## src/rtl/seg_scan_pkg.sv

```systemverilog
package seg_scan_pkg;
  localparam int NIB_W = 4;
  localparam int SEG_W = 7;
  localparam int DIG_N = 4;
  localparam int SEL_W = $clog2(DIG_N);

  // Active-high segments, bit order {g,f,e,d,c,b,a}
  function automatic logic [SEG_W-1:0] hex_glyph(input logic [NIB_W-1:0] v);
    logic [SEG_W-1:0] s;
    case (v)
      4'h0: s = 7'h3F;  4'h1: s = 7'h06;  4'h2: s = 7'h5B;  4'h3: s = 7'h4F;
      4'h4: s = 7'h66;  4'h5: s = 7'h6D;  4'h6: s = 7'h7D;  4'h7: s = 7'h07;
      4'h8: s = 7'h7F;  4'h9: s = 7'h6F;  4'hA: s = 7'h77;  4'hB: s = 7'h7C;
      4'hC: s = 7'h39;  4'hD: s = 7'h5E;  4'hE: s = 7'h79;  default: s = 7'h71;
    endcase
    return s;
  endfunction

  function automatic logic [DIG_N-1:0] digit_onehot(input logic [SEL_W-1:0] s);
    return DIG_N'(1) << s;
  endfunction
endpackage

```

## src/rtl/scan_divider.sv

```systemverilog
module scan_divider #(
  parameter int HALF_CLKS = 50000
) (
  input  logic clk,
  input  logic rst,
  output logic phase,
  output logic tick
);
  localparam int CNT_W = (HALF_CLKS > 1) ? $clog2(HALF_CLKS) : 1;

  logic [CNT_W-1:0] cnt;

  assign tick = (cnt == CNT_W'(HALF_CLKS - 1));

  always_ff @(posedge clk) begin
    if (rst) begin
      cnt   <= '0;
      phase <= 1'b0;
    end else if (tick) begin
      cnt   <= '0;
      phase <= ~phase;
    end else begin
      cnt <= cnt + CNT_W'(1);
    end
  end
endmodule

```

## src/rtl/nibble_route.sv

```systemverilog
module nibble_route
  import seg_scan_pkg::*;
(
  input  logic [NIB_W-1:0] val_a,
  input  logic [NIB_W-1:0] val_b,
  input  logic [SEL_W-1:0] sel,
  output logic [NIB_W-1:0] nib
);
  // One 4-to-1 selector per bit: legs 0/1 straight, legs 2/3 mirrored
  for (genvar i = 0; i < NIB_W; i++) begin : g_bit
    logic [DIG_N-1:0] legs;
    assign legs   = {val_b[NIB_W-1-i], val_a[NIB_W-1-i], val_b[i], val_a[i]};
    assign nib[i] = legs[sel];
  end
endmodule

```

## src/rtl/seg_scan_top.sv

```systemverilog
module seg_scan_top
  import seg_scan_pkg::*;
#(
  parameter int HALF_CLKS = 50000
) (
  input  logic             clk,
  input  logic             rst,
  input  logic             scan_ext_en,
  input  logic             scan_ext,
  input  logic             bank_btn,
  input  logic [NIB_W-1:0] val_a,
  input  logic [NIB_W-1:0] val_b,
  output logic [SEG_W-1:0] seg,
  output logic [DIG_N-1:0] dig_en
);
  logic             div_phase;
  logic             div_tick;
  logic             scan_phase;
  logic [SEL_W-1:0] route_sel;
  logic [NIB_W-1:0] route_nib;

  scan_divider #(.HALF_CLKS(HALF_CLKS)) u_div (
    .clk   (clk),
    .rst   (rst),
    .phase (div_phase),
    .tick  (div_tick)
  );

  assign scan_phase = scan_ext_en ? scan_ext : div_phase;
  assign route_sel  = {bank_btn, scan_phase};

  nibble_route u_route (
    .val_a (val_a),
    .val_b (val_b),
    .sel   (route_sel),
    .nib   (route_nib)
  );

  // Segments and enables share one register stage to avoid ghosting
  always_ff @(posedge clk) begin
    if (rst) begin
      seg    <= '0;
      dig_en <= digit_onehot('0);
    end else begin
      seg    <= hex_glyph(route_nib);
      dig_en <= digit_onehot(route_sel);
    end
  end
endmodule

```

## config.mk

```make
export PLATFORM = sky130hd
export DESIGN_NAME = seg_scan_top
export DESIGN_NICKNAME = d
export VERILOG_FILES = /design/src/rtl/seg_scan_pkg.sv /design/src/rtl/scan_divider.sv /design/src/rtl/nibble_route.sv /design/src/rtl/seg_scan_top.sv
export SDC_FILE = /design/constraint.sdc
export NUM_CORES = 1
export LEC_CHECK = 0
export ABC_AREA = 1
export BUFFER_PORTS_ARGS = -buffer_cell sky130_fd_sc_hd__buf_2
export CORE_MARGIN = 5
export CORE_UTILIZATION = 45
export CTS_CLUSTER_SIZE = 40
export DETAILED_ROUTE_END_ITERATION = 7
export PLACE_DENSITY = 0.65
export SKIP_LAST_GASP = 1
export SLEW_MARGIN = 30
export SYNTH_ARGS = -nofsm -noshare
export SYNTH_HDL_FRONTEND = slang
export SYNTH_HIERARCHICAL = 1
export SYNTH_SLANG_ARGS = --single-unit
```

## constraint.sdc

```tcl
create_clock -name clk -period 3.7 [get_ports clk]
set_clock_uncertainty 0.15 [all_clocks]
set_input_delay 0.37 -clock clk [delete_from_list [all_inputs] [get_ports clk]]
set_output_delay 0.37 -clock clk [all_outputs]
set_load 0.005 [all_outputs]
```

### After elaboration in Yosys (flattened, before gate mapping)

Memory sizes are Yosys's and may differ from the RTL's. A register that Yosys moved wholly into a read port is not among the register bits.
Cells that the tools add are included.

| operators by class | value |
|---|---|
| add/subtract/negate cells | 1 |
| multiply operators | 0 |
| divide/modulo/power cells | 0 |
| order comparisons | 1 |
| eq/ne operators | 1 |
| shift-type cells | 1 |
| multiplexer cells | 9 |
| bitwise gates (word level) | 1 |
| reduce and logical (&&, ||, !) cells | 1 |

Operators with widths:

| kind | count |
|---|---|
| $add A16 B1 Y16 const B | 1 |
| $eq A16 B16 Y1 const B | 1 |
| $bmux W1 S2 | 4 |
| $mux W1 | 5 |
| $shl A1 B2 Y4 const A | 1 |
| $lt A2 B3 Y1 const B | 1 |
| $reduce_or A2 Y1 | 1 |
| $not A1 Y1 | 1 |

| word-level totals | value |
|---|---|
| flip-flop bits (word level) | 21 |
| bits in latches | 0 |
| RAM bits | 0 |
| memory bits (read-only) | 112 |
| output and inout bits | 11 |
| logic and storage cells | 19 |
| memories kept | 1 |

Memory list:

| name | depth | width | rd ports | clocked after Yosys merged registers in | wr ports | RTL line | RTL |
|---|---|---|---|---|---|---|---|
| (no name shown) | 16 | 7 | 1 | 1 | 0 | seg_scan_pkg.sv:10 | `case (v)` |

### Logic depth before layout (Yosys ltp)

Gate-level depths: netlist of run 1.

| logic depth | value |
|---|---|
| word-level depth | 3 |
| mapped depth | 13 |
| gate-level depth less buffers | 13 |

### Cells and area by module

Netlist of run 1, hierarchy kept.

Modules (own cells, without submodules):

| module | instances | cells an instance | area an instance (sq um) | seq. area each (sq um) |
|---|---|---|---|---|
| scan_divider | 1 | 134 | 905.9 | 340.3 |
| seg_scan_top | 1 | 73 | 559.3 | 220.2 |
| nibble_route | 1 | 30 | 122.6 | 0.0 |

### Least setup slack after synthesis of run 1

No wires, ideal clock.

| timing path | value |
|---|---|
| path kind | input to register |
| start | in scan_ext_en |
| end | reg seg[3] |
| library setup time | 115 ps |
| arrival | 1587 ps |
| data required time | 3435 ps |
| slack | 1848 ps |
| stages | 13 |
| path through | inv_1 nand2_1 nand2_1 inv_2 nand2_1 nand3_1 nand2_1 inv_1 ha_1 nand2_2 nand2_2 o21ai_1 nor2_1 |

| on the way | value |
|---|---|
| word-level cells in the longest chain between the ends | 3 |

Ends and longest elaborated chain:

| element | RTL line | RTL |
|---|---|---|
| start: declaration | seg_scan_top.sv:8 | `input logic scan_ext_en,` |
| $mux W1 | seg_scan_top.sv:29 | `assign scan_phase = scan_ext_en ? scan_ext : div_phase;` |
| via scan_phase | seg_scan_top.sv:18 | `logic scan_phase;` |
| $bmux W1 S2 | nibble_route.sv:13 | `assign nib[i] = legs[sel];` |
| $mux W1 (not written as such) | nibble_route.sv:13 |  |
| via route_nib[0] | seg_scan_top.sv:20 | `logic [NIB_W-1:0] route_nib;` |
| end: declaration | seg_scan_top.sv:13 | `output logic [SEG_W-1:0] seg,` |

The timed path passes the listed nets, and every way through them passes these cells. The select of a mux whose other input is x is not followed.
A chain may end at the register's enable or synchronous reset.

### Worst setup path after layout of run 1

| timing path | value |
|---|---|
| start | reg u_div.phase |
| end | reg seg[3] |

| on the way | value |
|---|---|
| word-level cells in the longest chain between the ends | 3 |

Ends and longest elaborated chain:

| element | RTL line | RTL |
|---|---|---|
| start: declaration | scan_divider.sv:6 | `output logic phase,` |
| start signal: assignment | scan_divider.sv:21 | `phase <= ~phase;` |
| $mux W1 | seg_scan_top.sv:29 |  |
| via scan_phase | seg_scan_top.sv:18 |  |
| $bmux W1 S2 | nibble_route.sv:13 |  |
| $mux W1 (not written as such) | nibble_route.sv:13 |  |
| via route_nib[0] | seg_scan_top.sv:20 |  |

The timed path passes the listed nets, and every way through them passes these cells. The select of a mux whose other input is x is not followed.

==> run_results.csv, run 1 <==
group,metric,value,unit
die,dieArea,4800,um^2
placement,dp_cells,302,
grt,gr-total-overflow,0,
sta,max_freq,0.496,GHz
critical_path,crit_type,"reg -> reg",
placement,dp_hpwl,2390,um
die,die-height,69.3,um
logic_synthesis,syn_area_per_cell,6.70,um^2
routing,ant_nets,0,
finish,stdcell_area,1760,um^2
routing,drt-total-wl,2990,um
grt,met2_usage,22.5,%
die,num_rows,21,
die,dieWidth,69.3,um
grt,grt-busiest-layer,"met2",
grt,met1_usage,16.4,%
clock_network,clk_pin_slew_worst_paths,0.14,ns
finish,fin_util,52.3,%
routing,drcViolationCount,0,
grt,antenna_found_initial,0,
finish,area_delta_synth_final,11.3,%
clock_network,clk_latency,0.32,ns
die,coreArea,3360,um^2
grt,grt_max_degree,16,
sta,setup_viol,0,
power_and_ir_drop,peakVddDrop,163,uV
die,io_pins,24,
placement,post_dp_cell_area,1720,um^2
min_path,hold_path.class,"in -> reg",
placement,gp_congestion,0.863,
critical_path,startpoint_type,"register",
power_and_ir_drop,leakagePower,0.813,nW
grt,grt_pass1_vias,1300,
sta,hold_viol,0,
sta,rsz0062_at_grt,"false",
clock_network,cts_setup_buffers,0,
finish,fin_nets,282,
sta,tightest_slew,0.342,ns
finish,n_antenna_cell,0,
clock_network,cts_tree,"done",
clock_network,cts_num_sinks,28,
finish,drive_gt1_share,15.0,%
routing,vias_per_cell,4.60,
routing,via_count,1407,
sta,tns,0,ns
power_and_ir_drop,powerDensity,320,nW/um^2
min_path,worstHoldStart,"rst",
routing,dr.pass1.iters,4,
routing,drt_iter0_markers,100,
critical_path,cp_data_arrival_time,2.10,ns
logic_synthesis,yosys_warnings,6,
clock_network,cts_max_path_buffers,2,
sta,drv_slew,0,
clock_network,cts_buffers,3,
grt,grt_util_all_layers,13.1,%
sta,relSlewSlack,77.2,%
clock_network,postCtsHoldBufs,0,
logic_synthesis,syn_inst,236,
sta,period_needed,2.02,ns
grt,grt_pass1_wl,5420,um
grt,grtUsageMet3,2.61,%
finish,final-instance-count-excl-fill,306,
logic_synthesis,synth_nets,257,
logic_synthesis,syn_area,1580,um^2
clock_network,cts_resized,0,
critical_path,cp_data_required_time,3.79,ns
job,drv_cap,0,
die,initial_core_util,47.0,%
placement,port_buffers,23,
run_status,run_status,"finished clean",
routing,wl_per_cell,9.78,um
critical_path,worstSetupStartpoint,"u_div/phase$_SDFFE_PP0N_",
sta,timing.final.crit_share,54.5,%
critical_path,worstPathMaxFanout,8,
clock_network,htree_levels,1,
critical_path,crit-reg2reg-launch,"u_div/phase$_SDFFE_PP0N_",
sta,hold-worst-slack,0.133,ns
clock_network,cts-root-buf,"clkbuf_4",
critical_path,end_kind,"register",
finish,fillers,361,
## through the flow
stage / setup WS, ns / total power, W
4_1_cts: 1.69 / 0.000576
3_5_place_dp: 1.54 / 0.000423
3_3_place_gp: 1.61 / 0.000423
5_1_grt: 1.41 / 0.000606
6_report: 1.68 / 0.000564
2_1_floorplan: 1.85 / 0.000396
## worst paths after layout
path,to,slack (ns),cells after the start
hold reg to reg,u_div/cnt[14]$_SDFF_PP0_,0.36,2
setup / recovery,seg[3]$_SDFF_PP0_,1.68,12
setup reg to reg,seg[3]$_SDFF_PP0_,1.68,12
hold / removal,seg[5]$_SDFF_PP0_,0.13,2
## worst max-delay path, stage by stage (launching register included)
cell and delay (ns):
dfxtp_1 0.38, nand2_1 0.06, nand2_1 0.20, inv_2 0.08, nand2_1 0.09, nand3_1 0.06, nand2_1 0.16, inv_1 0.13
ha_1 0.32, nand2_2 0.06, nand2_2 0.06, o21ai_1 0.12, nor2_1 0.06
## per-layer routing
metal / vias to the layer above / part of all wire [%]
met3: 2 / 3.8
met1: 594 / 48
met4: 0 / 0.87
li1: 783 / -
met2: 28 / 47
met5: - / 0
## registers in the layout, indices dropped and copies added (netlist names)
signal and count:
dig_en 4, seg 7, u_div/cnt 16, u_div/phase 1
## layout make-up
type                       instances  area [um^2]  share of cell area, %
multi-input combinational        167          846                   48.0
sequential                        28          561                   31.8
inverter                          38          145                   8.24
timing repair buffer              23          115                   6.54
tap                               46         57.6                   3.27
clock buffer                       4         36.3                   2.06
## power breakdown
| group | total, W | switching (W) | internal, W | leakage, nW |
|---|---|---|---|---|
| registers | 0.000321 | 0.00000602 | 0.000315 | 0.229 |
| logic | 0.0000939 | 0.0000577 | 0.0000362 | 0.563 |
| clock network | 0.000149 | 0.0000885 | 0.0000602 | 0.0210 |
## placed cells by master (no fill, tap or decap), drive strengths merged
cell	count
nand2	62
inv	38
nor2	37
dfxtp	28
nand3	24
buf	23
a21oi	13
ha	8
o21ai	8
nand4	5
clkbuf	4
xor2	3
xnor2	2
nor3	2
or2	2
o21bai	1
Note: power is estimated with default switching activity, not from simulation.
==> run 2, diff against run 1 <==
==> constraint.sdc (replaced) <==
create_clock -name clk -period 2.09 [get_ports clk]
set_clock_uncertainty 0.15 [all_clocks]
set_input_delay 0.209 -clock clk [delete_from_list [all_inputs] [get_ports clk]]
set_output_delay 0.209 -clock clk [all_outputs]
set_load 0.005 [all_outputs]
==> run_results.csv, run 2 (synthesis results as in run 1) <==
group,metric,value,unit
clock_network,cts_tree,"done",
sta,period_needed,1.90,ns
finish,n_antenna_cell,0,
min_path,min_path_cells,4,
power_and_ir_drop,powerDensity,562,nW/um^2
finish,drive_gt1_share,15.3,%
critical_path,cp_data_arrival_time,2.01,ns
routing,wl_met2,1370,um
critical_path,startpoint_type,"register",
grt,grt_util_all_layers,12.9,%
grt,grt_max_degree,16,
die,die-height,69.3,um
run_status,run_status,"finished clean",
routing,wirelength_met1,1410,um
clock_network,clk_latency,0.33,ns
grt,gr-total-overflow,0,
sta,timing.final.crit_share,91.1,%
power_and_ir_drop,leakagePower,0.821,nW
clock_network,htree_levels,1,
die,coreArea,3360,um^2
routing,drcViolationCount,0,
routing,ant_nets,0,
placement,gp_congestion,0.848,
critical_path,crit_type,"reg -> reg",
routing,vias_per_cell,4.66,
routing,highest_layer,"met4",
sta,setup_viol,0,
sta,hold_viol,0,
critical_path,cp_data_required_time,2.19,ns
critical_path,critPathSlowestCell,"dfxtp_1",
die,dieArea,4800,um^2
finish,area_delta_synth_final,12.7,%
die,io_pins,24,
grt,grt_pass1_vias,1276,
finish,fin_nets,284,
die,num_rows,21,
power_and_ir_drop,peakVddDrop,251,uV
critical_path,end_kind,"register",
clock_network,cts-root-buf,"clkbuf_4",
critical_path,crit_chain,"nand2_1, nand2_2, inv_2, nand2_1, nand3_1, nand2_1, inv_1, ha_1, nand2_2, nand2_2, o21ai_1, nor2_1",
grt,antenna_found_initial,0,
routing,via_count,1434,
sta,hold-worst-slack,0.0716,ns
clock_network,clk_pin_slew_worst_paths,0.15,ns
grt,grt_pass1_wl,5220,um
sta,rsz0062_at_grt,"false",
placement,dp_hpwl,2330,um
clock_network,cts_max_path_buffers,2,
finish,largest_register,"u_div/cnt",
critical_path,r2r_cells,12,
critical_path,reg2reg_slack,0.19,ns
job,drv_cap,0,
routing,wl_per_cell,9.59,um
sta,max_freq,0.525,GHz
routing,dr.pass1.iters,4,
clock_network,cts_num_sinks,28,
routing,drt_iter0_markers,92,
sta,tns,0,ns
finish,mostFrequentLayoutCell,"nand2_1",
critical_path,critPathMaxStageDelay,0.37,ns
routing,wl_met3,108,um
finish,top_regs,"u_div/cnt (16), seg (7), dig_en (4)",
min_path,hold_path.class,"in -> reg",
routing,drt-total-wl,2950,um
finish,most-common-layout-cells,"nand2_1, inv_1, nor2_1",
finish,largest_register_ffs,16,
sta,drv_slew,0,
critical_path,worstPathMaxFanout,8,
die,dieWidth,69.3,um
clock_network,cts_buffers,3,
sta,tightest_slew,0.369,ns
die,initial_core_util,47.0,%
placement,port_buffers,23,
sta,relSlewSlack,75.4,%
[run 2: cell count changes in the layout (fill, tap and decap cells not counted), sizes merged]
| cell | delta |
|---|---|
| dlygate4sd3 | +2 |
[run 2: per-layer routing]
metal  up-vias  GRT usage (%)
li1        788              -
met1       611           16.2
met2        30           21.3
met3         5           2.03
met4         0           6.72
met5         -              0
[run 2: cell type report]
cell class | instances | area (um^2)
tap | 46 | 57.6
inverter | 38 | 145
sequential | 28 | 561
clock buffer | 4 | 36.3
timing repair buffer | 25 | 135
multi-input combinational | 167 | 848
fill | 363 | 1580
[run 2: repair_timing]
action	4_1_cts	5_1_grt
setup endpoints to repair	0	3
buffers inserted	0	0
resized for setup	0	1
endpoints found under the hold margin	5	0
hold buffers	2	0
[run 2: worst paths after layout]
path | from | end
worst max-delay path | u_div/phase$_SDFFE_PP0N_ | seg[3]$_SDFF_PP0_
worst min-delay path | scan_ext | dig_en[2]$_SDFF_PP0_
worst max register to register | u_div/phase$_SDFFE_PP0N_ | seg[3]$_SDFF_PP0_
worst min register to register | u_div/cnt[15]$_SDFF_PP0_ | u_div/cnt[15]$_SDFF_PP0_
[run 2: through the flow]
step                std cells  power (W)  cell area, um^2  utilization [%]  worst slack (ns)
CTS                       308    0.00102             1780             52.9             0.100
global placement          302   0.000748             1720             51.3             0.160
finish                    308    0.00100             1780             53.0             0.185
detailed placement        302   0.000747             1720             51.3             0.107
global route              308    0.00107             1780             53.0           0.00473
floorplan                 236   0.000700             1580                -             0.305
[run 2: report_power, final]
group | internal [W] | total [W] | switching, W
logic | 0.0000669 | 0.000168 | 0.000101
registers | 0.000558 | 0.000569 | 0.0000102
clock network | 0.000107 | 0.000265 | 0.000158
total | 0.000732 | 0.00100 | 0.000269
[run 2: worst max-delay path: cells and delay by family, from the launching register on]
kind,cells,cell delay [ns]
AOI/OAI and AO/OA,1,0.12
adders and majority gates,1,0.31
buffers and inverters,2,0.19
DFF,1,0.37
and+or+nand+nor,8,0.68
